File: src/rtl/trap_pkg.sv
// Shared definitions for the trap entry unit.
// Assumes the status word layout and privilege encoding given in the brief.
package trap_pkg;
    localparam logic [1:0] PRIV_U = 2'd0;
    localparam logic [1:0] PRIV_S = 2'd1;
    localparam logic [1:0] PRIV_M = 2'd3;

    localparam int ECALL_BASE = 8;

    // status word bit positions decoded by the surrounding core
    localparam int ST_SIE   = 1;
    localparam int ST_MIE   = 3;
    localparam int ST_SPIE  = 5;
    localparam int ST_MPIE  = 7;
    localparam int ST_SPP   = 8;
    localparam int ST_MPP_LO = 11;
    localparam int ST_MPP_HI = 12;

    // Level index used for the per-level register banks
    localparam int LVL_S = 0;
    localparam int LVL_M = 1;
    localparam int NUM_LEVELS = 2;

    // True for exception causes that report a faulting address
    function automatic logic cause_has_addr(input int unsigned code);
        case (code)
            0, 1, 4, 5, 6, 7, 12, 13, 15: cause_has_addr = 1'b1;
            default:                      cause_has_addr = 1'b0;
        endcase
    endfunction
endpackage

File: src/rtl/trap_cause_fixup.sv
// Cause correction: rewrites the environment-call code by privilege,
// builds the cause word, and flags causes that record a bad address.
// Assumes CODE_W >= 4 and CODE_W < XLEN.
module trap_cause_fixup #(
    parameter int XLEN   = 32,
    parameter int CODE_W = 5
) (
    input  logic              is_irq,
    input  logic [CODE_W-1:0] raw_code,
    input  logic [1:0]        priv,
    output logic [CODE_W-1:0] fixed_code,
    output logic [XLEN-1:0]   cause_word,
    output logic              keep_addr
);
    import trap_pkg::*;

    // Correct an environment call to name the calling privilege
    always_comb begin
        fixed_code = raw_code;
        if (!is_irq && raw_code == CODE_W'(ECALL_BASE))
            fixed_code = CODE_W'(ECALL_BASE) + CODE_W'(priv);
    end

    // Assemble the architectural cause word
    always_comb begin
        cause_word                = '0;
        cause_word[CODE_W-1:0]    = fixed_code;
        cause_word[XLEN-1]        = is_irq;
    end

    // Only address-related exceptions capture the faulting address
    always_comb keep_addr = !is_irq && cause_has_addr(int'(fixed_code));
endmodule

File: src/rtl/trap_router.sv
// Delegation decision: selects supervisor or machine as the trap target.
// Assumes the delegation masks are XLEN wide and the code indexes them.
module trap_router #(
    parameter int XLEN   = 32,
    parameter int CODE_W = 5
) (
    input  logic              is_irq,
    input  logic [CODE_W-1:0] fixed_code,
    input  logic [1:0]        priv,
    input  logic [XLEN-1:0]   exc_mask,
    input  logic [XLEN-1:0]   irq_mask,
    output logic              to_super
);
    import trap_pkg::*;

    logic [XLEN-1:0] mask_sel;
    logic            low_priv;

    // Pick the mask belonging to the trap kind
    always_comb mask_sel = is_irq ? irq_mask : exc_mask;

    // Delegation only applies from supervisor or user
    always_comb low_priv = (priv == PRIV_U) || (priv == PRIV_S);

    // Route to supervisor when permitted and the mask bit is set
    always_comb to_super = low_priv && mask_sel[fixed_code];
endmodule

File: src/rtl/trap_status_stack.sv
// Status stacking: pushes the interrupt enable and privilege of the
// target level into their previous-state fields and clears the enable.
// Assumes the bit positions of trap_pkg; other bits pass through.
module trap_status_stack #(
    parameter int XLEN = 32
) (
    input  logic [XLEN-1:0] status_old,
    input  logic [1:0]      priv,
    input  logic            to_super,
    output logic [XLEN-1:0] status_new
);
    import trap_pkg::*;

    // Build the updated status word for the chosen level
    always_comb begin
        status_new = status_old;
        if (to_super) begin
            status_new[ST_SPIE] = status_old[ST_SIE];
            status_new[ST_SPP]  = priv[0];
            status_new[ST_SIE]  = 1'b0;
        end else begin
            status_new[ST_MPIE] = status_old[ST_MIE];
            status_new[ST_MPP_HI:ST_MPP_LO] = priv;
            status_new[ST_MIE]  = 1'b0;
        end
    end
endmodule

File: src/rtl/trap_level_regs.sv
// Per-level trap registers: cause, exception PC and bad address.
// Assumes at most one level is written in any cycle.
module trap_level_regs #(
    parameter int XLEN = 32
) (
    input  logic            clk,
    input  logic            rst_n,
    input  logic            wr_en,
    input  logic            wr_addr_en,
    input  logic [XLEN-1:0] cause_in,
    input  logic [XLEN-1:0] epc_in,
    input  logic [XLEN-1:0] addr_in,
    output logic [XLEN-1:0] cause_q,
    output logic [XLEN-1:0] epc_q,
    output logic [XLEN-1:0] tval_q
);
    // Capture cause and EPC on every trap aimed at this level
    always_ff @(posedge clk) begin
        if (!rst_n) begin
            cause_q <= '0;
            epc_q   <= '0;
        end else if (wr_en) begin
            cause_q <= cause_in;
            epc_q   <= epc_in;
        end
    end

    // Capture the faulting address only for address-related causes
    always_ff @(posedge clk) begin
        if (!rst_n)
            tval_q <= '0;
        else if (wr_en && wr_addr_en)
            tval_q <= addr_in;
    end
endmodule

File: src/rtl/trap_entry_unit.sv
// Trap entry unit top: decodes, routes and commits a trap in one cycle.
// Assumes at most one trap request per cycle; synchronous active-low reset.
module trap_entry_unit #(
    parameter int XLEN   = 32,
    parameter int CODE_W = $clog2(XLEN)
) (
    input  logic              clk,
    input  logic              rst_n,
    input  logic              trap_valid,
    input  logic              trap_irq,
    input  logic [CODE_W-1:0] trap_code,
    input  logic [XLEN-1:0]   trap_addr,
    input  logic [XLEN-1:0]   trap_pc,
    input  logic [1:0]        cur_priv,
    input  logic [XLEN-1:0]   exc_deleg,
    input  logic [XLEN-1:0]   irq_deleg,
    input  logic [XLEN-1:0]   svec_base,
    input  logic [XLEN-1:0]   mvec_base,
    input  logic [XLEN-1:0]   status_in,
    output logic              redirect_valid,
    output logic [XLEN-1:0]   redirect_pc,
    output logic              status_we,
    output logic [XLEN-1:0]   status_wdata,
    output logic [1:0]        priv_mode,
    output logic [XLEN-1:0]   s_cause,
    output logic [XLEN-1:0]   s_epc,
    output logic [XLEN-1:0]   s_tval,
    output logic [XLEN-1:0]   m_cause,
    output logic [XLEN-1:0]   m_epc,
    output logic [XLEN-1:0]   m_tval
);
    import trap_pkg::*;

    logic [CODE_W-1:0] fixed_code;
    logic [XLEN-1:0]   cause_word;
    logic              keep_addr;
    logic              to_super;
    logic [XLEN-1:0]   status_next;

    logic [XLEN-1:0]   lvl_cause [NUM_LEVELS];
    logic [XLEN-1:0]   lvl_epc   [NUM_LEVELS];
    logic [XLEN-1:0]   lvl_tval  [NUM_LEVELS];

    trap_cause_fixup #(.XLEN(XLEN), .CODE_W(CODE_W)) u_fixup (
        .is_irq     (trap_irq),
        .raw_code   (trap_code),
        .priv       (cur_priv),
        .fixed_code (fixed_code),
        .cause_word (cause_word),
        .keep_addr  (keep_addr)
    );

    trap_router #(.XLEN(XLEN), .CODE_W(CODE_W)) u_router (
        .is_irq     (trap_irq),
        .fixed_code (fixed_code),
        .priv       (cur_priv),
        .exc_mask   (exc_deleg),
        .irq_mask   (irq_deleg),
        .to_super   (to_super)
    );

    trap_status_stack #(.XLEN(XLEN)) u_stack (
        .status_old (status_in),
        .priv       (cur_priv),
        .to_super   (to_super),
        .status_new (status_next)
    );

    // One register bank per handling level
    for (genvar lv = 0; lv < NUM_LEVELS; lv++) begin : g_level
        logic hit;
        // Select this bank when the routed target matches its level
        always_comb hit = trap_valid && (to_super == (lv == LVL_S));

        trap_level_regs #(.XLEN(XLEN)) u_regs (
            .clk        (clk),
            .rst_n      (rst_n),
            .wr_en      (hit),
            .wr_addr_en (keep_addr),
            .cause_in   (cause_word),
            .epc_in     (trap_pc),
            .addr_in    (trap_addr),
            .cause_q    (lvl_cause[lv]),
            .epc_q      (lvl_epc[lv]),
            .tval_q     (lvl_tval[lv])
        );
    end

    // Issue the PC redirect and status write-back one cycle after a trap
    always_ff @(posedge clk) begin
        if (!rst_n) begin
            redirect_valid <= 1'b0;
            redirect_pc    <= '0;
            status_we      <= 1'b0;
            status_wdata   <= '0;
        end else begin
            redirect_valid <= trap_valid;
            status_we      <= trap_valid;
            if (trap_valid) begin
                redirect_pc  <= to_super ? svec_base : mvec_base;
                status_wdata <= status_next;
            end
        end
    end

    // Track the privilege entered by the last trap; reset enters machine
    always_ff @(posedge clk) begin
        if (!rst_n)
            priv_mode <= PRIV_M;
        else if (trap_valid)
            priv_mode <= to_super ? PRIV_S : PRIV_M;
    end

    // Expose the bank contents under their architectural names
    always_comb begin
        s_cause = lvl_cause[LVL_S];
        s_epc   = lvl_epc[LVL_S];
        s_tval  = lvl_tval[LVL_S];
        m_cause = lvl_cause[LVL_M];
        m_epc   = lvl_epc[LVL_M];
        m_tval  = lvl_tval[LVL_M];
    end
endmodule

File: config.mk
export PLATFORM = sky130hd
export DESIGN_NAME = trap_entry_unit
export DESIGN_NICKNAME = d
export VERILOG_FILES = /design/src/rtl/trap_pkg.sv /design/src/rtl/trap_cause_fixup.sv /design/src/rtl/trap_router.sv /design/src/rtl/trap_status_stack.sv /design/src/rtl/trap_level_regs.sv /design/src/rtl/trap_entry_unit.sv
export SDC_FILE = /design/constraint.sdc
export NUM_CORES = 1
export LEC_CHECK = 0
export CAP_MARGIN = 20
export CORE_AREA = 3 3 189 191
export CTS_CLUSTER_SIZE = 10
export DETAILED_ROUTE_END_ITERATION = 7
export DIE_AREA = 0 0 192 194
export HOLD_SLACK_MARGIN = 0.12
export PLACE_DENSITY = 0.6
export SLEW_MARGIN = 10
export SYNTH_ARGS = -nofsm -noshare
export SYNTH_HDL_FRONTEND = slang
export SYNTH_SLANG_ARGS = --single-unit
File: constraint.sdc
create_clock -name clk -period 4.6 [get_ports clk]
set_input_delay 1.15 -clock clk [delete_from_list [all_inputs] [get_ports clk]]
set_output_delay 1.15 -clock clk [all_outputs]
set_load 0.05 [all_outputs]
==> impl_metrics.yaml <==
critical_path:
  path_class: "input pin to flop"
  critPathMaxFanout: 36
  r2r_cells: 2
  reg2reg_slack_ns: 3.85
  critical_path_arrival_ns: 4.42
  cp.required_ns: 5.02
  reg2reg_from: "redirect_pc[2]"
  critPathLaunchType: "input pin"
  crit_path_end_kind: "flop"
  r2r_end: "redirect_pc[2]"
cts:
  cts_setup_buffers: 0
  clockRootBuffer: "clkbuf_16"
  clock_latency_ns: 0.52
  hold_buffers: 0
  clk_pin_slew_ns: 0.06
  cts.path.max_buffers: 3
  post_cts_resized: 0
  numClockSinks: 206
  cts_buffers: 24
  htreeDepth: 1
  cts_tree: "done"
cells_and_area:
  fillCellCount: 3305
  areaGrowthSynthToFinish_pct: 53.4
  multi_input_area_um2: 4860
  fin_nets: 1662
  drive_above_1_share: 0.0749
  antenna_cells: 0
  ff_latch_area_um2: 4120
logic_synthesis:
  synthArstFlopShare: 0
  synth_area_leader_cell: "dfxtp_1"
  synth_cells: 1027
  yosysSeqAreaShare: 0.422
  synth.ff_latch_count: 206
  yosys_most_used_dff: "dfxtp_1"
  synth_warnings: 0
  syn_area_per_cell_um2: 9.51
  synth_cell_types: 56
  synth-edff-count: 0
  syn-cell-area_um2: 9760
  netlist.area_leader.share: 0.422
  synthTopCellsByArea: "dfxtp_1 42%, mux2i_1 18%, nand2_1 8.3%"
sta:
  finalHoldViolations: 0
  tightest_slew_ns: 0.666
  rsz0062_at_grt: "false"
  timing.fmax_mhz: 250
  final_max_slew_viol_count: 0
  setup-violations-final: 0
  setup_tns_ns: 0
  slew_headroom: 0.556
  hold_slack_ns: 0.453
  period_share: 0.870
  finalClockSkew_ns: 0
  fin_crit_ns: 4.00
routing:
  dr.first_iter.drc_count: 269
  num_vias: 8547
  dr.pass1.iters: 4
  drt-total-wl_um: 32500
  avgViaCountPerCell: 4.54
  ant_nets: 0
  drc: 0
  routedWlPerCell_um: 17.2
worst_hold_path:
  whs_endpoint: "g_level[0].u_regs.tval_q[20]"
  hp-start: "g_level[0].u_regs.tval_q[20]"
  holdPathStages: 2
  hp-class: "flop to flop"
grt:
  grt_pass1_wl_um: 48400
  grt.overflow.total: 0
  antenna_found_initial: 0
  grt_max_degree: 103
  grt_pass1_vias: 8550
  gr-usage-all-layers: 0.162
floorplanning:
  die_h_um: 194
  num_rows: 68
  dieArea_um2: 37200
  num_io_pins: 495
  die_width_um: 192
  core_area_um2: 34300
  floorplan.initialDensity: 0.285
placed_design:
  hpwl_um: 23800
  io_buffers: 441
  gp_congestion: 0.890
status:
  outcome: "completed"
job:
  max_cap_viol_count: 0
pwr:
  vdd_drop_max_mv: 0.207
  cellLeakagePower_nw: 5.90
  p_per_area_nw_per_um2: 322
[sequential cells by signal, indices dropped and copies added, names as in the netlist]
signal / flops
g_level.u_regs.epc_q: 64
g_level.u_regs.tval_q: 64
redirect_pc: 32
status_wdata: 32
g_level.u_regs.cause_q: 12
priv_mode: 1
status_we: 1
[kinds of logic after synthesis]
logic type / share of synthesized area
buf+inv: 0.101
flops: 0.422
mux: 0.200
simple gates: 0.171
compound gates: 0.105
other cells: 0.000769
[power by group]
part / internal [mW] / leakage, nW / total, mW / switching (mW)
registers: 1.88 / 1.69 / 1.93 / 0.0466
clock network: 0.922 / 0.308 / 1.62 / 0.694
logic: 0.494 / 3.91 / 1.28 / 0.784
total: 3.30 / 5.90 / 4.82 / 1.52
[cell usage after synthesis, types with 2 or more instances]
cell      count
o311a_1       2
nor2b_1      34
a21oi_1       7
o22ai_1       2
o21ai_0      36
inv_1        36
nand2_1     215
a311oi_1      7
nor4_1       36
nor4b_1       2
buf_4        62
nand2b_1     37
mux4_2        6
a311oi_2     29
mux2i_1     178
nor4b_4       3
mux2_2        3
buf_2        12
or3_1         3
buf_1         6
and2_1        2
dfxtp_1     206
a211oi_1      5
clkbuf_1     53
nor2_1        4
conb_1        2
o31ai_4       2
buf_6         9
[critical path: stages]
cell	delay (ns)
clkdlybuf4s50_1	0.64
nor4b_4	0.43
a21o_2	0.37
mux2i_1	0.14
o311a_1	0.30
a32o_2	0.28
or3_2	0.42
buf_4	0.32
a311oi_2	0.33
[worst max-delay path by stage]
stage                             from              end  depth (start not counted)  slack (ns)
after floorplan           trap_code[2]  redirect_pc[23]                         11        0.96
after global placement        trap_irq  redirect_pc[30]                          9        0.21
after detailed placement      trap_irq  redirect_pc[13]                          9        0.09
after CTS                     trap_irq  redirect_pc[13]                          9        0.63
after global routing          trap_irq  status_wdata[5]                          9        0.47
final                         trap_irq  redirect_pc[13]                          9        0.60
[cell usage in the layout (no fill, tap or decap), types with 20 or more instances in the layout]
cell type	n
buf_4	20
nand2_1	215
nor4_1	36
o21ai_0	36
nand2b_1	37
mux2i_1	178
nor2b_1	34
conb_1	53
inv_1	36
dfxtp_1	206
a311oi_2	29
clkdlybuf4s50_1	439
clkbuf_16	24
[per-stage QoR]
step | total power, mW | instance area (um2) | cells | utilization | setup WS, ns
after floorplan | 2.79 | 9950 | 1078 | - | 0.959
after global placement | 3.25 | 14400 | 1856 | 0.419 | 0.205
after detailed placement | 3.25 | 14400 | 1856 | 0.419 | 0.0911
after CTS | 4.91 | 15000 | 1883 | 0.437 | 0.631
after global routing | 5.04 | 15000 | 1883 | 0.437 | 0.467
final | 4.82 | 15000 | 1883 | 0.437 | 0.598
[routing by layer]
layer / part of all wire / GRT usage / up-vias / wire length [um]
li1: - / - / 4190 / -
met1: 0.37 / 0.177 / 3958 / 12100
met2: 0.51 / 0.300 / 346 / 16500
met3: 0.091 / 0.0468 / 53 / 2950
met4: 0.026 / 0.0483 / 0 / 855
met5: 0 / 0 / - / 0
[final cells by class]
type / instances / share of cell area
Timing Repair Buffer: 465 / 0.311
Tap cell: 455 / 0.0380
Multi-Input combinational cell: 693 / 0.325
Clock inverter: 2 / 0.00142
Clock buffer: 25 / 0.0403
Sequential cell: 206 / 0.275
Inverter: 37 / 0.00927
(Power assumes the default switching activity.)
